===== src/rtl/lcdc_pkg.sv =====
package lcdc_pkg;

    typedef enum logic [1:0] {
        LVL_LOW  = 2'b00,
        LVL_MID  = 2'b01,
        LVL_HIGH = 2'b10
    } lvl_e;

    // Level driven by a common line that is currently selected.
    function automatic lvl_e active_level(input logic ref_level);
        return ref_level ? LVL_HIGH : LVL_LOW;
    endfunction

endpackage


===== src/rtl/lcdc_sync.sv =====
module lcdc_sync #(
    parameter int WIDTH  = 1,
    parameter int STAGES = 2
) (
    input  logic             clk,
    input  logic             rst_n,
    input  logic [WIDTH-1:0] din,
    input  logic [WIDTH-1:0] rst_val,
    output logic [WIDTH-1:0] dout
);

    logic [WIDTH-1:0] stage_q [STAGES];
    logic [WIDTH-1:0] stage_d [STAGES];

    for (genvar s = 0; s < STAGES; s++) begin : g_stage
        if (s == 0) begin : g_first
            always_comb stage_d[s] = din;
        end else begin : g_next
            always_comb stage_d[s] = stage_q[s-1];
        end

        always_ff @(posedge clk or negedge rst_n) begin
            if (!rst_n) stage_q[s] <= rst_val;
            else        stage_q[s] <= stage_d[s];
        end
    end

    assign dout = stage_q[STAGES-1];

endmodule


===== src/rtl/lcdc_phase.sv =====
module lcdc_phase #(
    parameter int REF_DIV_LOG2 = 3
) (
    input  logic clk,
    input  logic rst_n,
    input  logic osc_lvl,
    input  logic sync_low,
    input  logic half_duty,
    input  logic ext_timing,
    output logic ref_o,
    output logic bank_b_o,
    output logic pull_o
);

    localparam int PW      = REF_DIV_LOG2 + 1;
    localparam int REF_BIT = PW - 2;
    localparam int BANK_BIT = PW - 1;

    typedef struct packed {
        logic [PW-1:0] phase;
        logic          osc_prev;
        logic          ext_bank;
        logic          pull;
    } st_t;

    st_t st_d, st_q;
    logic osc_rise;

    always_comb begin
        st_d          = st_q;
        st_d.pull     = 1'b0;
        st_d.osc_prev = osc_lvl;
        osc_rise      = osc_lvl & ~st_q.osc_prev;

        if (ext_timing) begin
            if (osc_rise) begin
                st_d.ext_bank = ~st_q.ext_bank;
                st_d.pull     = half_duty & st_q.ext_bank;
            end else if (half_duty && sync_low) begin
                st_d.ext_bank = 1'b0;
            end
        end else begin
            if (half_duty && sync_low) begin
                st_d.phase = '0;
            end else if (osc_rise) begin
                st_d.phase = st_q.phase + 1'b1;
                st_d.pull  = half_duty & (&st_q.phase);
            end
        end
    end

    always_ff @(posedge clk or negedge rst_n) begin
        if (!rst_n) begin
            st_q.phase    <= '0;
            st_q.osc_prev <= 1'b0;
            st_q.ext_bank <= 1'b1;
            st_q.pull     <= 1'b0;
        end else begin
            st_q <= st_d;
        end
    end

    assign ref_o    = ext_timing ? st_q.osc_prev : ~st_q.phase[REF_BIT];
    assign bank_b_o = half_duty & (ext_timing ? st_q.ext_bank : st_q.phase[BANK_BIT]);
    assign pull_o   = st_q.pull;

endmodule


===== src/rtl/lcdc_drive.sv =====
module lcdc_drive
    import lcdc_pkg::*;
(
    input  logic half_duty,
    input  logic ref_level,
    input  logic bank_b,
    output lvl_e com_a,
    output lvl_e com_b
);

    lvl_e sel_lvl;

    always_comb begin
        sel_lvl = active_level(ref_level);
        if (!half_duty) begin
            com_a = sel_lvl;
            com_b = sel_lvl;
        end else if (bank_b) begin
            com_a = LVL_MID;
            com_b = sel_lvl;
        end else begin
            com_a = sel_lvl;
            com_b = LVL_MID;
        end
    end

endmodule


===== src/rtl/lcdc_com_timing.sv =====
module lcdc_com_timing #(
    parameter int REF_DIV_LOG2 = 3,
    parameter int SYNC_STAGES  = 2
) (
    input  logic       clk,
    input  logic       rst_n,
    input  logic       osc_in,
    input  logic       half_duty,
    input  logic       ext_timing,
    input  logic       sync_in,
    output logic       sync_pull,
    output logic       com_ref,
    output logic [1:0] com_a,
    output logic [1:0] com_b,
    output logic       bank_b
);

    localparam int NSIG = 2;

    logic [NSIG-1:0] raw_in;
    logic [NSIG-1:0] synced;
    logic            ref_lvl;
    logic            bank_sel;
    lcdc_pkg::lvl_e  lvl_a;
    lcdc_pkg::lvl_e  lvl_b;

    assign raw_in = {sync_in, osc_in};

    lcdc_sync #(
        .WIDTH  (NSIG),
        .STAGES (SYNC_STAGES)
    ) u_sync (
        .clk     (clk),
        .rst_n   (rst_n),
        .din     (raw_in),
        .rst_val (2'b10),
        .dout    (synced)
    );

    lcdc_phase #(
        .REF_DIV_LOG2 (REF_DIV_LOG2)
    ) u_phase (
        .clk        (clk),
        .rst_n      (rst_n),
        .osc_lvl    (synced[0]),
        .sync_low   (~synced[1]),
        .half_duty  (half_duty),
        .ext_timing (ext_timing),
        .ref_o      (ref_lvl),
        .bank_b_o   (bank_sel),
        .pull_o     (sync_pull)
    );

    lcdc_drive u_drive (
        .half_duty (half_duty),
        .ref_level (ref_lvl),
        .bank_b    (bank_sel),
        .com_a     (lvl_a),
        .com_b     (lvl_b)
    );

    assign com_ref = ref_lvl;
    assign com_a   = lvl_a;
    assign com_b   = lvl_b;
    assign bank_b  = bank_sel;

endmodule


===== config.mk =====
export PLATFORM = sky130hd
export DESIGN_NAME = lcdc_com_timing
export DESIGN_NICKNAME = d
export VERILOG_FILES = /design/src/rtl/lcdc_pkg.sv /design/src/rtl/lcdc_sync.sv /design/src/rtl/lcdc_phase.sv /design/src/rtl/lcdc_drive.sv /design/src/rtl/lcdc_com_timing.sv
export SDC_FILE = /design/constraint.sdc
export NUM_CORES = 1
export LEC_CHECK = 0
export ABC_AREA = 0
export BUFFER_PORTS_ARGS = -buffer_cell sky130_fd_sc_hd__buf_2
export CORE_AREA = 8 8 45 47
export DETAILED_ROUTE_END_ITERATION = 7
export DIE_AREA = 0 0 53 55
export GPL_ROUTABILITY_DRIVEN = 1
export SLEW_MARGIN = 0
export SYNTH_ARGS = -nofsm -noshare
export SYNTH_HDL_FRONTEND = slang
export SYNTH_SLANG_ARGS = --single-unit

===== constraint.sdc =====
create_clock -name clk -period 1.9 [get_ports clk]
set_input_delay 0.19 -clock clk [delete_from_list [all_inputs] [get_ports clk]]
set_output_delay 0.19 -clock clk [all_outputs]
set_load 0.01 [all_outputs]

==> run_results.csv, run 1 <==
group,metric,value,unit
global_route,grt_pass1_wl,1.587,mm
floorplan,core,1384,um2
sta,min_period,1.514,ns
power_and_ir_drop,combPwrFrac,18.6,%
placement,portBuffers,12,
final_layout,fin_nets,70,
worst_hold_path,min_delay_path_depth,1,
worst_hold_path,hold_start,"sync_in",
global_route,grt_util_all_layers,7.951,%
floorplan,die_x,53,um
clock_tree,clk_pin_slew,0.07,ns
worst_setup_path,cp.required,1.71,ns
routing,drc,0,
power_and_ir_drop,power.static_leakage,0.0002953,uW
routing,vias_per_cell,4.949,
sta,slew_viol_final,0,
sta,slew_headroom,81.82,%
routing,ant_nets,0,
run_status,status,"finished clean",
yosys,yosysMostFrequentCell,"dfrtp_1",
clock_tree,post_cts_resize_count,0,
final_layout,multi_input_area,216.5,um2
final_layout,regArea,279.0,um2
worst_setup_path,regToRegEndpoint,"u_phase.st_q[6]",
worst_setup_path,cp-start-kind,"flip-flop",
yosys,ys_types,24,
yosys,yosysTopAreaCellShare,37.30,%
routing,drtIter0Drc,6,
power_and_ir_drop,vdd_drop_max,0.4913,mV
clock_tree,clock-sinks,11,
worst_setup_path,rr_worst_depth,3,
yosys,seq_area_frac_synth,51.98,%
yosys,yosys_warnings,0,
sta,rsz0062_at_grt,"no",
sta,setup_viol_count_final,0,
sta,max_clock_freq,0.6603,GHz
routing,met1_length,415,um
power_and_ir_drop,netSwitchingPower,152.2,uW
yosys,syn_avg_cell_area,11.18,um2
yosys,synth_area_leaders,"dfrtp_1 (37%), dfstp_2 (15%), a21boi_1 (4.2%)",
worst_setup_path,crit_path_end_kind,"output port",
clock_tree,clockBufferDepth,2,
clock_tree,cts-root-buf,"clkbuf_4",
floorplan,die_y,55,um
clock_tree,htree_levels,1,
flow_run,maxCapViolCount,0,
sta,tightest_slew,0.2650,ns
routing,dr_wl_met3,133,um
final_layout,drive_gt1_share,33.87,%
floorplan,design.die.area,2915,um2
routing,first_pass_iters,4,
sta,tns,0,ns
final_layout,fin_util,45.03,%
worst_setup_path,regToRegStartpoint,"u_sync.dout[1]",
routing,met2_length,386,um
yosys,synth-async-reset-ratio,100.0,%
power_and_ir_drop,clkPwrFrac,28.8,%
yosys,synth_edf_count,0,
power_and_ir_drop,p_int,393.6,uW
routing,vias,386,
worst_setup_path,crit_fanout,3,
yosys,synthFlopType,"dfrtp_1",
power_and_ir_drop,pwr-share-seq,52.6,%
worst_hold_path,holdPathEnd,"u_sync.stage_d[1]",
sta,hold_viol,0,
yosys,syn_area,536.8,um2
worst_setup_path,critPathKind,"reg -> out",
global_route,grt_max_degree,12,
yosys,synth_nets,55,
yosys,postSynthCellCount,48,
final_layout,area_growth,16.08,%
final_layout,antennaDiodeCount,0,
clock_tree,clkLatencyLatePin,0.27,ns
floorplan,start_util,38.79,%
clock_tree,cts_buffers,3,
global_route,antenna_found_initial,0,
routing,wire_per_inst,12.44,um
routing,topRoutingLayerUsed,"met4",
floorplan,num_rows,14,
sta,finalCritPeriodShare,79.71,%
worst_hold_path,hp-class,"in -> reg",
final_layout,fillers,129,
placement,gp_congestion,0.8007,
yosys,synth_top_area_cell,"dfrtp_1",
power_and_ir_drop,p_sw_share,27.89,%
power_and_ir_drop,power.density,876.0,nW/um2
worst_setup_path,reg2reg_slack,0.69,ns
global_route,grt_overflow,0,
yosys,synth_seq_cells,11,
routing,wl,970,um
worst_setup_path,arrival,1.32,ns
clock_tree,tritoncts,"done",
floorplan,io_pins,13,
sta,skew,0.001302,ns
global_route,grt_pass1_vias,349,
-- worst max path at each step --
stage | start | endpoint | slack (ns) | cells past startpoint
final | u_phase.st_q[1] | com_a[1] | 0.39 | 4
after global routing | u_phase.st_q[1] | com_a[1] | 0.27 | 4
after CTS | u_phase.st_q[1] | com_a[1] | 0.36 | 4
after detailed placement | u_phase.st_q[1] | com_a[1] | 0.66 | 4
after global placement | u_phase.st_q[1] | com_a[1] | 0.68 | 4
after floorplan | u_phase.st_q[1] | com_a[0] | 0.64 | 3
-- area by class of cell --
type	instances	area share, %
Timing Repair Buffer	13	11.24
Clock buffer	4	4.217
Inverter	3	1.807
Sequential cell	11	44.78
Tap cell	16	3.213
Multi-Input combinational cell	31	34.74
-- flip-flops by register name, summed over array words and instances (netlist names) --
| name | cells |
|---|---|
| u_phase.pull_o | 1 |
| u_phase.st_q | 6 |
| u_sync.dout | 2 |
| u_sync.stage_d | 2 |
-- cell families (layout without fill, tap and decap cells) --
| family | after synthesis | after routing | share of synthesized area, % |
|---|---|---|---|
| multiplexers | 2 | 2 | 3.730 |
| adder cells (fa/ha/maj) | 1 | 1 | 2.331 |
| flip-flops | 11 | 11 | 51.98 |
| AO/OA/AOI/OAI | 11 | 11 | 13.05 |
| AND/OR/NAND/NOR | 17 | 17 | 21.21 |
| buffers and inverters | 6 | 20 | 7.692 |
-- stage by stage --
step	hold slack [ns]	cells	total power, uW	setup slack, ns	cell area, um2
after CTS	0.003422	78	557.8	0.3596	623.1
after global routing	0.008909	78	582.6	0.2714	623.1
after global placement	0.06897	73	391.2	0.6758	586.8
after detailed placement	0.06948	73	392.7	0.6637	586.8
final	0.01286	78	545.8	0.3856	623.1
after floorplan	-0.1056	48	359.2	0.6414	536.8
-- placed cells by master (no fill, tap or decap), types with 2 or more instances in the layout --
cell and count:
a21boi_1 3, a21oi_1 3, and3_1 2, buf_2 12
clkbuf_4 3, dfrtp_1 8, dfstp_2 3, inv_1 3
mux2i_1 2, nand2_1 2, nand2b_1 2, nand3_1 3
nor2_1 2, o21ai_0 2
-- worst max-delay path, cell delays in order (launching register included) --
cell	delay (ns)
dfstp_2	0.53
nand2_1	0.08
a21boi_1	0.23
nor2_1	0.07
buf_2	0.14
-- metal layers --
layer / up-vias / global-route usage (%)
met4: 0 / 7.759
met1: 166 / 8.764
li1: 197 / -
met2: 18 / 10.35
met3: 5 / 4.545
met5: - / 0
-- what timing repair did --
item                                    CTS  global route
endpoints found under the setup margin    0             0
hold buffers                              1             0
endpoints found under the hold margin     8             0
setup buffers                             0             0
-- power by group through the flow --
stage / Clock (uW) / Combinational [uW] / Sequential [uW]
2_1_floorplan: 0 / 72.0 / 287
3_3_place_gp: 0 / 101 / 290
3_5_place_dp: 0 / 102 / 291
4_1_cts: 167 / 104 / 287
5_1_grt: 175 / 117 / 291
6_report: 157 / 102 / 287
No activity file was read; power rests on OpenSTA's default activity.
==> run 2: changes to the inputs <==
- ABC_AREA: 0 -> 1
- clock period: 1.9 -> 1.5 ns (I/O delays scaled with it)
==> run_results.csv, run 2 <==
group,metric,value,unit
floorplan,start_util,39.06,%
sta,hold_viol,0,
sta,tightest_slew,0.2353,ns
yosys,synth_edf_count,0,
final_layout,drive_gt1_share,35.90,%
yosys,synth_commonest_cells,"nand2_1 (12), dfrtp_1 (8), inv_1 (7)",
worst_setup_path,regToRegEndpoint,"u_phase.st_q[3]",
worst_setup_path,crit_chain,"nand2_1 -> a21oi_1 -> buf_2",
power_and_ir_drop,power.static_leakage,0.0003493,uW
sta,slew_headroom,84.31,%
flow_run,maxCapViolCount,0,
sta,max_clock_freq,0.7105,GHz
clock_tree,clockBufferDepth,2,
placement,portBuffers,12,
yosys,synth_area_leaders,"dfrtp_1 (37%), dfstp_2 (15%), nand2_1 (8.3%)",
clock_tree,post_cts_resize_count,0,
clock_tree,cts-root-buf,"clkbuf_4",
floorplan,die_y,55,um
yosys,synthAdderAreaFrac,2.315,%
placement,gp_congestion,0.7824,
yosys,synth-compound-area-share,12.96,%
clock_tree,tritoncts,"done",
final_layout,antennaDiodeCount,0,
yosys,syn_area,540.5,um2
routing,wl,989,um
clock_tree,holdBufCountCts,3,
worst_setup_path,startpoint,"u_phase.st_q[1]",
final_layout,mostFrequentLayoutCells,"nand2_1 (12), buf_2 (12), dfrtp_1 (8)",
worst_setup_path,cp.required,1.35,ns
sta,rsz0062_at_grt,"no",
worst_hold_path,hp-class,"in -> reg",
sta,finalCritPeriodShare,93.83,%
final_layout,fillers,146,
placement,dpl_worst_slack,0.3809,ns
floorplan,io_pins,13,
routing,ant_nets,0,
worst_setup_path,rr_worst_depth,6,
routing,vias,435,
yosys,yosysMostFrequentCell,"nand2_1",
clock_tree,clk_pin_slew,0.06,ns
yosys,ys_types,17,
global_route,antenna_found_initial,0,
yosys,synth_top_family_by_area,"simple AND/OR/NAND/NOR gates",
yosys,seq_area_frac_synth,51.62,%
clock_tree,cts_setup_buffers,0,
global_route,grt_util_all_layers,8.269,%
global_route,grt_pass1_vias,427,
worst_setup_path,cp-start-kind,"flip-flop",
routing,wire_per_inst,10.52,um
worst_setup_path,cp_slowest_stage_delay,0.55,ns
sta,setup_viol_count_final,0,
placement,dp_hpwl,775.1,um
yosys,synthMuxAreaShare,0,%
floorplan,design.die.area,2915,um2
yosys,syn_avg_cell_area,9.009,um2
yosys,synthFlopType,"dfrtp_1",
power_and_ir_drop,power.density,1166,nW/um2
yosys,synth_top_area_cell,"dfrtp_1",
yosys,synth-async-reset-ratio,100.0,%
routing,drtIter0Drc,6,
placement,placedInstanceArea,613.1,um2
worst_hold_path,hold_start,"half_duty",
final_layout,multi_input_area,220.2,um2
final_layout,fin_nets,86,
floorplan,num_rows,14,
routing,vias_per_cell,4.628,
worst_setup_path,critPathKind,"reg -> out",
global_route,grt_max_degree,12,
worst_setup_path,crit_path_end_kind,"output port",
yosys,postSynthCellCount,60,
yosys,yosys_warnings,0,
yosys,synth_xor_xnor_area_share,1.620,%
final_layout,regArea,279.0,um2
routing,drc,0,
worst_setup_path,crit_slowest_cell,"dfstp_2",
yosys,synth-simple-area-share,23.84,%
yosys,synth_nets,67,
worst_setup_path,reg2reg_slack,0.42,ns
worst_setup_path,regToRegStartpoint,"u_sync.dout[1]",
worst_hold_path,min_delay_path_depth,3,
clock_tree,clock-sinks,11,
sta,slew_viol_final,0,
final_layout,regMostFlops,"u_phase.st_q",
final_layout,largest_reg_flops,6,
global_route,grt_overflow,0,
yosys,yosysTopAreaCellShare,37.04,%
final_layout,final_cell_area,669.4,um2
power_and_ir_drop,vdd_drop_max,0.6218,mV
sta,skew,0.005312,ns
clock_tree,clkLatencyLatePin,0.26,ns
floorplan,die_x,53,um
global_route,grt_pass1_wl,1.787,mm
worst_setup_path,arrival,1.26,ns
sta,min_period,1.408,ns
sta,tns,0,ns
worst_hold_path,holdPathEnd,"u_phase.pull_o",
run_status,status,"finished clean",
clock_tree,cts_buffers,3,
clock_tree,htree_levels,1,
routing,first_pass_iters,2,
worst_setup_path,crit_fanout,3,
floorplan,core,1384,um2
yosys,synth_seq_cells,11,
sta,finalWorstSetupSlack,0.09248,ns
final_layout,area_growth,23.84,%
[run 2: where the power goes]
group / switching (uW) / internal [uW] / leakage (uW)
Sequential: 38.6 / 347 / 0.000134
Combinational: 113 / 91.0 / 0.000201
Clock: 88.8 / 103 / 0.0000150
Total: 240 / 540 / 0.000349
[run 2: metal layers]
layer / GRT usage, % / wire length [um] / up-vias
met5: 0 / 0 / -
met4: 6.466 / 16 / 0
met3: 2.406 / 97 / 2
met2: 13.09 / 446 / 11
met1: 9.190 / 428 / 201
li1: - / - / 221
[run 2: how the worst max path moves through the flow]
stage / end / slack (ns) / cells past startpoint
finish: bank_b / 0.09 / 3
global route: com_b[1] / 0.02 / 5
CTS: bank_b / 0.09 / 3
detailed placement: bank_b / 0.38 / 3
global placement: u_phase.st_q[3] / 0.43 / 6
floorplan: com_a[0] / 0.31 / 3
[run 2: cell families after synthesis]
kind of cell	after synthesis
flops	11
fa+ha+maj	1
buf+inv	10
compound gates	10
xor+xnor	1
simple gates	27
[run 2: worst max-delay path: cells and delay by family (launching register included)]
kind | cells | cell delay [ns]
AO/OA/AOI/OAI | 1 | 0.20
buffers and inverters | 1 | 0.17
AND/OR/NAND/NOR | 1 | 0.09
flip-flops | 1 | 0.55
[run 2: metrics by stage]
stage | hold WS, ns | instances | utilization [%] | power [uW]
6_report | 0.1700 | 94 | 48.37 | 780.3
5_1_grt | 0.1909 | 94 | 48.37 | 841.1
4_1_cts | 0.1591 | 94 | 48.37 | 796.2
3_5_place_dp | 0.02767 | 87 | 44.30 | 590.6
3_3_place_gp | 0.02959 | 87 | 44.30 | 582.7
2_1_floorplan | -0.1456 | 60 | - | 529.5
[run 2: area by class of cell]
type	count	area share [%]
multi-input cells	39	32.90
repair buffers	15	13.46
flip-flops and latches	11	41.68
clock buffers	4	3.925
well taps	16	2.991
inverters	9	5.047
